<file path="config.mk">
export PLATFORM = sky130hd
export DESIGN_NAME = ubg_top
export DESIGN_NICKNAME = d
export VERILOG_FILES = /design/src/rtl/ubg_pkg.sv /design/src/rtl/ubg_regs.sv /design/src/rtl/ubg_prescale.sv /design/src/rtl/ubg_stage.sv /design/src/rtl/ubg_top.sv
export SDC_FILE = /design/constraint.sdc
export NUM_CORES = 1
export LEC_CHECK = 0
export BUFFER_PORTS_ARGS = -buffer_cell sky130_fd_sc_hd__buf_2
export CAP_MARGIN = 10
export CORE_MARGIN = 3
export CORE_UTILIZATION = 40
export CTS_CLUSTER_SIZE = 12
export DETAILED_ROUTE_END_ITERATION = 8
export HOLD_SLACK_MARGIN = 0.1
export PLACE_DENSITY = 0.57
export SYNTH_ARGS = -nofsm -noshare
export SYNTH_HDL_FRONTEND = slang
export SYNTH_SLANG_ARGS = --single-unit
</file>
<file path="constraint.sdc">
create_clock -name clk -period 6.35 [get_ports clk]
set_input_delay 0.3175 -clock clk [delete_from_list [all_inputs] [get_ports clk]]
set_output_delay 0.3175 -clock clk [all_outputs]
set_load 0.05 [all_outputs]
</file>
<file path="src/rtl/ubg_pkg.sv">
package ubg_pkg;
   // Register word addresses on the write port
   typedef enum logic [1:0] {
      UBG_A_MODE = 2'd0,
      UBG_A_CDIV = 2'd1,
      UBG_A_BDIV = 2'd2,
      UBG_A_NONE = 2'd3
   } ubg_addr_e;

   localparam int unsigned UBG_DATA_W = 32;
endpackage

</file>
<file path="src/rtl/ubg_regs.sv">
module ubg_regs
   import ubg_pkg::*;
#(
   parameter int unsigned DW     = 32,
   parameter int unsigned CW     = 16,
   parameter int unsigned BW     = 8,
   parameter int unsigned C_RST  = 651,
   parameter int unsigned B_RST  = 15,
   parameter int unsigned B_MIN  = 4
) (
   input  logic          clk,
   input  logic          rst_n,
   input  logic          wr_en,
   input  logic [1:0]    wr_addr,
   input  logic [DW-1:0] wr_data,
   output logic          sel_div8,
   output logic [CW-1:0] cdiv,
   output logic [BW-1:0] bdiv
);
   localparam logic [BW-1:0] BMIN_V = BW'(B_MIN);

   logic [CW-1:0] cdiv_cand;
   logic [BW-1:0] bdiv_cand;
   logic          cdiv_ok;
   logic          bdiv_ok;
   logic [DW-1:0] unused_wdata;

   assign cdiv_cand    = wr_data[CW-1:0];
   assign bdiv_cand    = wr_data[BW-1:0];
   assign cdiv_ok      = (cdiv_cand != '0);
   assign bdiv_ok      = (bdiv_cand >= BMIN_V);
   assign unused_wdata = wr_data;

   always_ff @(posedge clk or negedge rst_n) begin
      if (!rst_n) begin
         sel_div8 <= 1'b0;
         cdiv     <= CW'(C_RST);
         bdiv     <= BW'(B_RST);
      end else if (wr_en) begin
         unique case (ubg_addr_e'(wr_addr))
            UBG_A_MODE: sel_div8 <= wr_data[0];
            UBG_A_CDIV: if (cdiv_ok) cdiv <= cdiv_cand;
            UBG_A_BDIV: if (bdiv_ok) bdiv <= bdiv_cand;
            default: ;
         endcase
      end
   end


   cdiv_nonzero_chk: assert property (@(posedge clk) disable iff (!rst_n)
      cdiv != '0);


   bdiv_floor_chk: assert property (@(posedge clk) disable iff (!rst_n)
      bdiv >= BMIN_V);


   none_addr_chk: assert property (@(posedge clk) disable iff (!rst_n)
      (wr_en && wr_addr == 2'd3) |=> ($stable(cdiv) && $stable(bdiv) && $stable(sel_div8)));
endmodule

</file>
<file path="src/rtl/ubg_prescale.sv">
module ubg_prescale #(
   parameter int unsigned PRE_LOG2 = 3
) (
   input  logic clk,
   input  logic rst_n,
   input  logic sel,
   output logic ce
);
   logic [PRE_LOG2-1:0] pcnt;

   always_ff @(posedge clk or negedge rst_n) begin
      if (!rst_n) pcnt <= '0;
      else        pcnt <= pcnt + PRE_LOG2'(1);
   end

   assign ce = sel ? (pcnt == '1) : 1'b1;


   pre_gap_chk: assert property (@(posedge clk) disable iff (!rst_n)
      (sel && ce) |=> !(sel && ce));
endmodule

</file>
<file path="src/rtl/ubg_stage.sv">
module ubg_stage #(
   parameter int unsigned W        = 16,
   parameter int unsigned RST_LAST = 0
) (
   input  logic         clk,
   input  logic         rst_n,
   input  logic         en,
   input  logic [W-1:0] last_in,
   output logic         tick
);
   logic [W-1:0] cnt;
   logic [W-1:0] last_q;

   assign tick = en && (cnt == last_q);

   always_ff @(posedge clk or negedge rst_n) begin
      if (!rst_n) begin
         cnt    <= '0;
         last_q <= W'(RST_LAST);
      end else if (en) begin
         if (cnt == last_q) begin
            cnt    <= '0;
            last_q <= last_in;
         end else begin
            cnt    <= cnt + W'(1);
         end
      end
   end


   cnt_in_range_chk: assert property (@(posedge clk) disable iff (!rst_n)
      cnt <= last_q);


   last_hold_chk: assert property (@(posedge clk) disable iff (!rst_n)
      !tick |=> $stable(last_q));
endmodule

</file>
<file path="src/rtl/ubg_top.sv">
module ubg_top
   import ubg_pkg::*;
#(
   parameter int unsigned DW       = UBG_DATA_W,
   parameter int unsigned CW       = 16,
   parameter int unsigned BW       = 8,
   parameter int unsigned PRE_LOG2 = 3,
   parameter int unsigned C_RST    = 651,
   parameter int unsigned B_RST    = 15,
   parameter int unsigned B_MIN    = 4
) (
   input  logic          clk,
   input  logic          rst_n,
   input  logic          wr_en,
   input  logic [1:0]    wr_addr,
   input  logic [DW-1:0] wr_data,
   output logic          sample_en,
   output logic          baud_tick
);
   generate
      if (PRE_LOG2 < 1) begin : g_bad_pre
         $error("ubg_top: PRE_LOG2 must be at least 1");
      end
      if (DW < CW || DW < BW) begin : g_bad_dw
         $error("ubg_top: write data narrower than a divisor field");
      end
      if (C_RST == 0 || C_RST >= (2 ** CW)) begin : g_bad_crst
         $error("ubg_top: clock divisor reset value out of range");
      end
      if (B_MIN < 1 || B_RST < B_MIN || B_RST >= (2 ** BW)) begin : g_bad_brst
         $error("ubg_top: bit divisor reset value or floor out of range");
      end
   endgenerate

   logic          sel_div8;
   logic [CW-1:0] cdiv;
   logic [BW-1:0] bdiv;
   logic          ce;

   ubg_regs #(
      .DW(DW), .CW(CW), .BW(BW),
      .C_RST(C_RST), .B_RST(B_RST), .B_MIN(B_MIN)
   ) u_regs (
      .clk(clk), .rst_n(rst_n),
      .wr_en(wr_en), .wr_addr(wr_addr), .wr_data(wr_data),
      .sel_div8(sel_div8), .cdiv(cdiv), .bdiv(bdiv)
   );

   ubg_prescale #(.PRE_LOG2(PRE_LOG2)) u_pre (
      .clk(clk), .rst_n(rst_n), .sel(sel_div8), .ce(ce)
   );

   ubg_stage #(.W(CW), .RST_LAST(C_RST - 1)) u_clkdiv (
      .clk(clk), .rst_n(rst_n), .en(ce),
      .last_in(cdiv - CW'(1)), .tick(sample_en)
   );

   ubg_stage #(.W(BW), .RST_LAST(B_RST)) u_bitdiv (
      .clk(clk), .rst_n(rst_n), .en(sample_en),
      .last_in(bdiv), .tick(baud_tick)
   );


   baud_on_sample_chk: assert property (@(posedge clk) disable iff (!rst_n)
      baud_tick |-> sample_en);


   baud_single_chk: assert property (@(posedge clk) disable iff (!rst_n)
      baud_tick |=> !baud_tick);
endmodule

</file>
# Yosys cells after proc, flatten, opt, wreduce, memory -nomap -nowiden
# Cells that the tools add are included.
[op_classes]
n_addsub = 4
order_cmp = 1
n_eq_ne = 5
mux = 3
n_reduce_logical = 9
[ops]
columns = ["operator", "count"]
rows = [
  ["16-bit by 1-bit adder with 16-bit output, second input constant", 1],
  ["16-bit == test", 1],
  ["16-bit 2-to-1 mux", 1],
  ["16-bit nonzero test", 1],
  ["16-bit by 1-bit subtractor with 16-bit output, second input constant", 1],
  ["8-bit by 1-bit adder with 8-bit output, second input constant", 1],
  ["8-bit == test", 1],
  ["8-bit by 3-bit >= comparator with 1-bit output, second input constant", 1],
  ["8-bit 2-to-1 mux", 1],
  ["2-bit AND reduction", 3],
  ["3-bit AND reduction", 2],
  ["3-bit by 1-bit adder with 3-bit output, second input constant", 1],
  ["3-bit == test, second input constant", 1],
  ["2-bit by 1-bit == test with 1-bit output, second input constant", 1],
  ["2-bit == test, second input constant", 1],
  ["1-bit logical AND", 2],
  ["2-bit logical NOT", 1],
  ["1-bit 2-to-1 mux", 1],
]
[word_totals]
register_bits = 76
inputBits = 37
output_inout_bits = 2
wordCells = 30

# Depth between registers and ports, before layout
[depth]
ltp_word = 4
mapped_depth = 8

# Modules after synthesis
# From an unflattened synthesis, not the netlist that was laid out.
[unflattened]
hier_cells = 314
hier_area_um2 = 3872.5
[by_module_without_submodules]
columns = ["mod", "n_inst", "cells_per_inst", "area_per_inst_um2", "seq_area_each_um2"]
rows = [
  ["ubg_stage at u_clkdiv", 1, 130, 1591.5, 805.8],
  ["ubg_regs", 1, 64, 1054.8, 636.9],
  ["ubg_stage at u_bitdiv", 1, 73, 845.8, 405.4],
  ["ubg_top", 1, 40, 270.3, 0.0],
  ["ubg_prescale", 1, 7, 110.1, 75.1],
]

# Worst setup path before layout
# OpenSTA, ideal clock, no wires.
[synth_timing]
kind = "register to register"
from = "reg u_clkdiv.cnt[8]"
to = "reg u_bitdiv.last_q[4]"
arrival_time_ps = 2248
required_ps = 6225
slack_ps = 3977
stages_incl_launch_ff = 7
path_buffers = 1
synth_period_minus_slack_ps = 2373
cell_sequence = "dfrtp_1 -> buf_2 -> xor2_1 -> nor4_2 -> nand4_2 -> nor3_4 -> mux2_2"
[synth_between]
elab_chain_len = 3
[synth_lines]
columns = ["item", "line", "source"]
rows = [
  ["start: declaration", "ubg_stage.sv:11", "logic [W-1:0] cnt;"],
  ["start signal: assignment", "ubg_stage.sv:25", "cnt <= cnt + W'(1);"],
  ["16-bit == test", "ubg_stage.sv:14", "assign tick = en && (cnt == last_q);"],
  ["1-bit logical AND", "ubg_stage.sv:14", ""],
  ["2-bit AND reduction (no source line)", "--", ""],
  ["end signal: assignment", "ubg_stage.sv:19", "last_q <= W'(RST_LAST);"],
  ["end signal: assignment", "ubg_stage.sv:23", "last_q <= last_in;"],
  ["end: declaration", "ubg_stage.sv:12", "logic [W-1:0] last_q;"],
]
# Every way passes these cells.
# A chain may end at the register's enable or synchronous reset.

# Worst setup path in the final report
[layout_timing]
from = "reg u_clkdiv.cnt[5]"
to = "out sample_en"
[layout_between]
elab_chain_len = 2
[layout_lines]
columns = ["item", "line", "source"]
rows = [
  ["16-bit == test", "ubg_stage.sv:14", ""],
  ["1-bit logical AND", "ubg_stage.sv:14", ""],
  ["end: declaration", "ubg_top.sv:17", "output logic sample_en,"],
]
# Every way passes these cells.

==> results_dict.tcl <==
set metrics [dict create \
    r2r_start "u_clkdiv.cnt[5]" \
    ant_nets 0 \
    maxCapViolCount 0 \
    p_per_area_mw_per_mm2 296 \
    nFillCells 838 \
    synth_xor_area_share_pct 10.9 \
    required_ns 6.03 \
    fp.coreArea_mm2 0.00893 \
    min_period_ns 3.09 \
    ff_latch_area_mm2 0.00192 \
    critPathLaunchType "flop" \
    routabilityCongestion 0.796 \
    grt_pass1_vias 2500 \
    die_area_mm2 0.0106 \
    ys_async_sr_fraction_pct 100 \
    max-vdd-ir-drop_mv 0.217 \
    crit_type "flop to output pin" \
    start_util_pct 42.1 \
    drc 0 \
    synth_seq_area_share_pct 51.1 \
    cts_tree "done" \
    numPortBuffers 22 \
    die_width_um 103 \
    slew_violations 0 \
    cp_data_arrival_time_ns 2.77 \
    crit_end "sample_en" \
    worst_setup_path_end_kind "output pin" \
    setup_viol 0 \
    reg2reg_depth 6 \
    wire_per_inst_um 15.5 \
    ctsHoldBuffers 0 \
    netlist_area_mm2 0.00376 \
    ctsResizeCount 0 \
    htree_levels 3 \
    vias 2476 \
    critical_path.max_fanout 29 \
    cts-root-buf "clkbuf_8" \
    fin_cells 464 \
    dp.cells 448 \
    timing.rr.end "u_clkdiv.last_q[0]" \
    synth_edf_count 0 \
    antenna_found_initial 0 \
    dieHeight_um 103 \
    status "finished, final reports clean" \
    grt_start_max_net_pins 77 \
    finalWirelength_um 7180 \
    rsz0062_at_grt "no" \
    clock_path_buffers 2 \
    vias_per_cell 5.34 \
    area_growth_pct 11.4 \
    fin_setup_tns_ns 0 \
    grt_overflow 0 \
    io-pin-count 39 \
    synth-seq-cells 76 \
    cts_buffers 9 \
    clkSinkCount 76 \
    synth.distinct_cells 38 \
    fin_crit_sh_pct 48.6 \
    yosysWarnings 0 \
    reg2reg_slack_ns 3.77 \
    synth_flop_cell "dfrtp_1" \
    clk_pin_slew_ns 0.09 \
    worstMarginPinSlew_ns 0.963 \
    rows 34 \
    leakagePower_uw 0.00185 \
    synth_mux_area_share_pct 12.0 \
    firstDrtPassIters 4 \
    multi_input_area_mm2 0.00175 \
    max-slew-margin-rel_pct 35.8 \
    min_path_type "primary input to async pin" \
    grt_pass1_wl_um 12700 \
    synth.avg_cell_area_um2 11.5 \
    drtIter0Drc 178 \
    fmax_ghz 0.324 \
    skew_ns 0.0127 \
    drive_above_1_share_pct 28.4 \
    post-dp-hpwl_um 5080 \
    synth-compound-area-share_pct 6.95 \
    cts_setup_buffers 0 \
    synth-simple-area-share_pct 15.1 \
    cp-startpoint "u_clkdiv.cnt[5]" \
    synth_top_family_by_area "simple AND/OR/NAND/NOR gates" \
    track_usage_pct 15.4 \
    synthAdderAreaFrac_pct 1.66 \
    hold_violations 0 \
    syn_nets 370 \
    diodes 0 \
    clkLatencyLatePin_ns 0.34 \
    nets 393 \
    netlist_instances 328 \
]
report_power, final:
group	total, µW	internal [µW]	switching, µW
logic	196	95.7	100
registers	632	561	71.1
clock network	414	234	180
total	1240	891	351
cells in the final DEF (no fill, tap or decap), types with 3 or more instances in the layout:
master | netlist | layout
dfrtp_1 | 59 | 59
mux2_2 | 40 | 40
xor2_1 | 32 | 32
nor2_1 | 24 | 24
buf_2 | 2 | 21
dfstp_2 | 17 | 17
xnor2_1 | 15 | 15
a21oi_1 | 15 | 15
nand2_1 | 14 | 14
nor4_1 | 10 | 10
clkbuf_8 | 0 | 10
o21ai_0 | 8 | 8
nand2b_1 | 7 | 7
nand3_1 | 7 | 7
nand4_1 | 6 | 6
o211ai_1 | 6 | 6
inv_1 | 5 | 5
nor2b_1 | 5 | 5
nor3_1 | 5 | 5
and3_1 | 5 | 5
ha_1 | 5 | 5
a32o_1 | 4 | 4
buf_4 | 4 | 4
o2bb2ai_1 | 3 | 3
or4_1 | 3 | 3
and2_1 | 3 | 3
nor4b_1 | 3 | 3
a31oi_1 | 3 | 3
cells in the mapped netlist, types with 6 or more instances:
cell type   n  area share, %
dfrtp_1    59             39
mux2_2     40             12
xor2_1     32            7.4
nor2_1     24            2.4
dfstp_2    17             12
a21oi_1    15            2.0
xnor2_1    15            3.5
nand2_1    14            1.4
nor4_1     10            1.7
o21ai_0     8            1.1
clkbuf_1    7           0.70
nand2b_1    7            1.2
nand3_1     7           0.93
nand4_1     6            1.0
o211ai_1    6            1.2
layout make-up:
class | instances | area share [%]
clock buffer | 11 | 3.37
clock inverter | 5 | 2.00
tap | 108 | 3.22
sequential | 76 | 45.9
multi-input combinational | 234 | 41.9
inverter | 5 | 0.448
timing repair buffer | 25 | 3.22
worst min path at each step:
| stage | start | slack, ns | endpoint | cells after the start |
|---|---|---|---|---|
| floorplan | rst_n | 0.02 | u_bitdiv.cnt[0] | 0 |
| global placement | u_pre.pcnt[0] | 0.41 | u_pre.pcnt[0] | 1 |
| detailed placement | u_pre.pcnt[0] | 0.43 | u_pre.pcnt[0] | 1 |
| CTS | rst_n | 0.14 | u_clkdiv.cnt[10] | 1 |
| global route | rst_n | 0.17 | u_clkdiv.cnt[8] | 1 |
| finish | rst_n | 0.10 | u_clkdiv.cnt[8] | 1 |
worst max-delay path, stage by stage, from the launching register on:
cell	delay (ns)
dfrtp_1	0.44
xor2_1	0.19
nor4_1	0.51
nand4_2	0.29
nor2_2	0.29
buf_4	0.37
buf_2	0.33
state kept, by name (all words and copies together) (netlist names):
register and flops:
u_bitdiv.last_q 8, u_clkdiv.cnt 16, u_bitdiv.cnt 8, u_clkdiv.last_q 16, u_regs.cdiv 16, u_pre.pcnt 3
u_regs.sel_div8 1, u_regs.bdiv 8
per-stage QoR:
step / hold WS [ns] / utilization [%] / power, µW / setup WS, ns / area (µm²)
5_1_grt: 0.168 / 46.9 / 1310 / 3.04 / 4190
4_1_cts: 0.143 / 46.9 / 1260 / 3.19 / 4190
3_5_place_dp: 0.429 / 44.4 / 838 / 3.62 / 3970
2_1_floorplan: 0.0219 / - / 770 / 3.98 / 3760
6_report: 0.102 / 46.9 / 1240 / 3.26 / 4190
3_3_place_gp: 0.413 / 44.4 / 833 / 3.63 / 3970
cells by family (layout without fill, tap and decap cells):
group | after synthesis | after routing
simple gates | 101 | 101
flops | 76 | 76
xor+xnor | 47 | 47
compound gates | 41 | 41
mux | 40 | 40
buf+inv | 18 | 46
fa+ha+maj | 5 | 5
routing by layer:
layer | share of wire, % | vias up | wire length (µm) | GRT usage (%)
met5 | 0 | - | 0 | 0
met4 | 1.0 | 0 | 73 | 4.38
met3 | 3.2 | 6 | 232 | 3.65
met2 | 45 | 34 | 3230 | 22.9
met1 | 51 | 1219 | 3650 | 22.4
li1 | - | 1217 | - | -
Power figures use the tool's default switching activity.
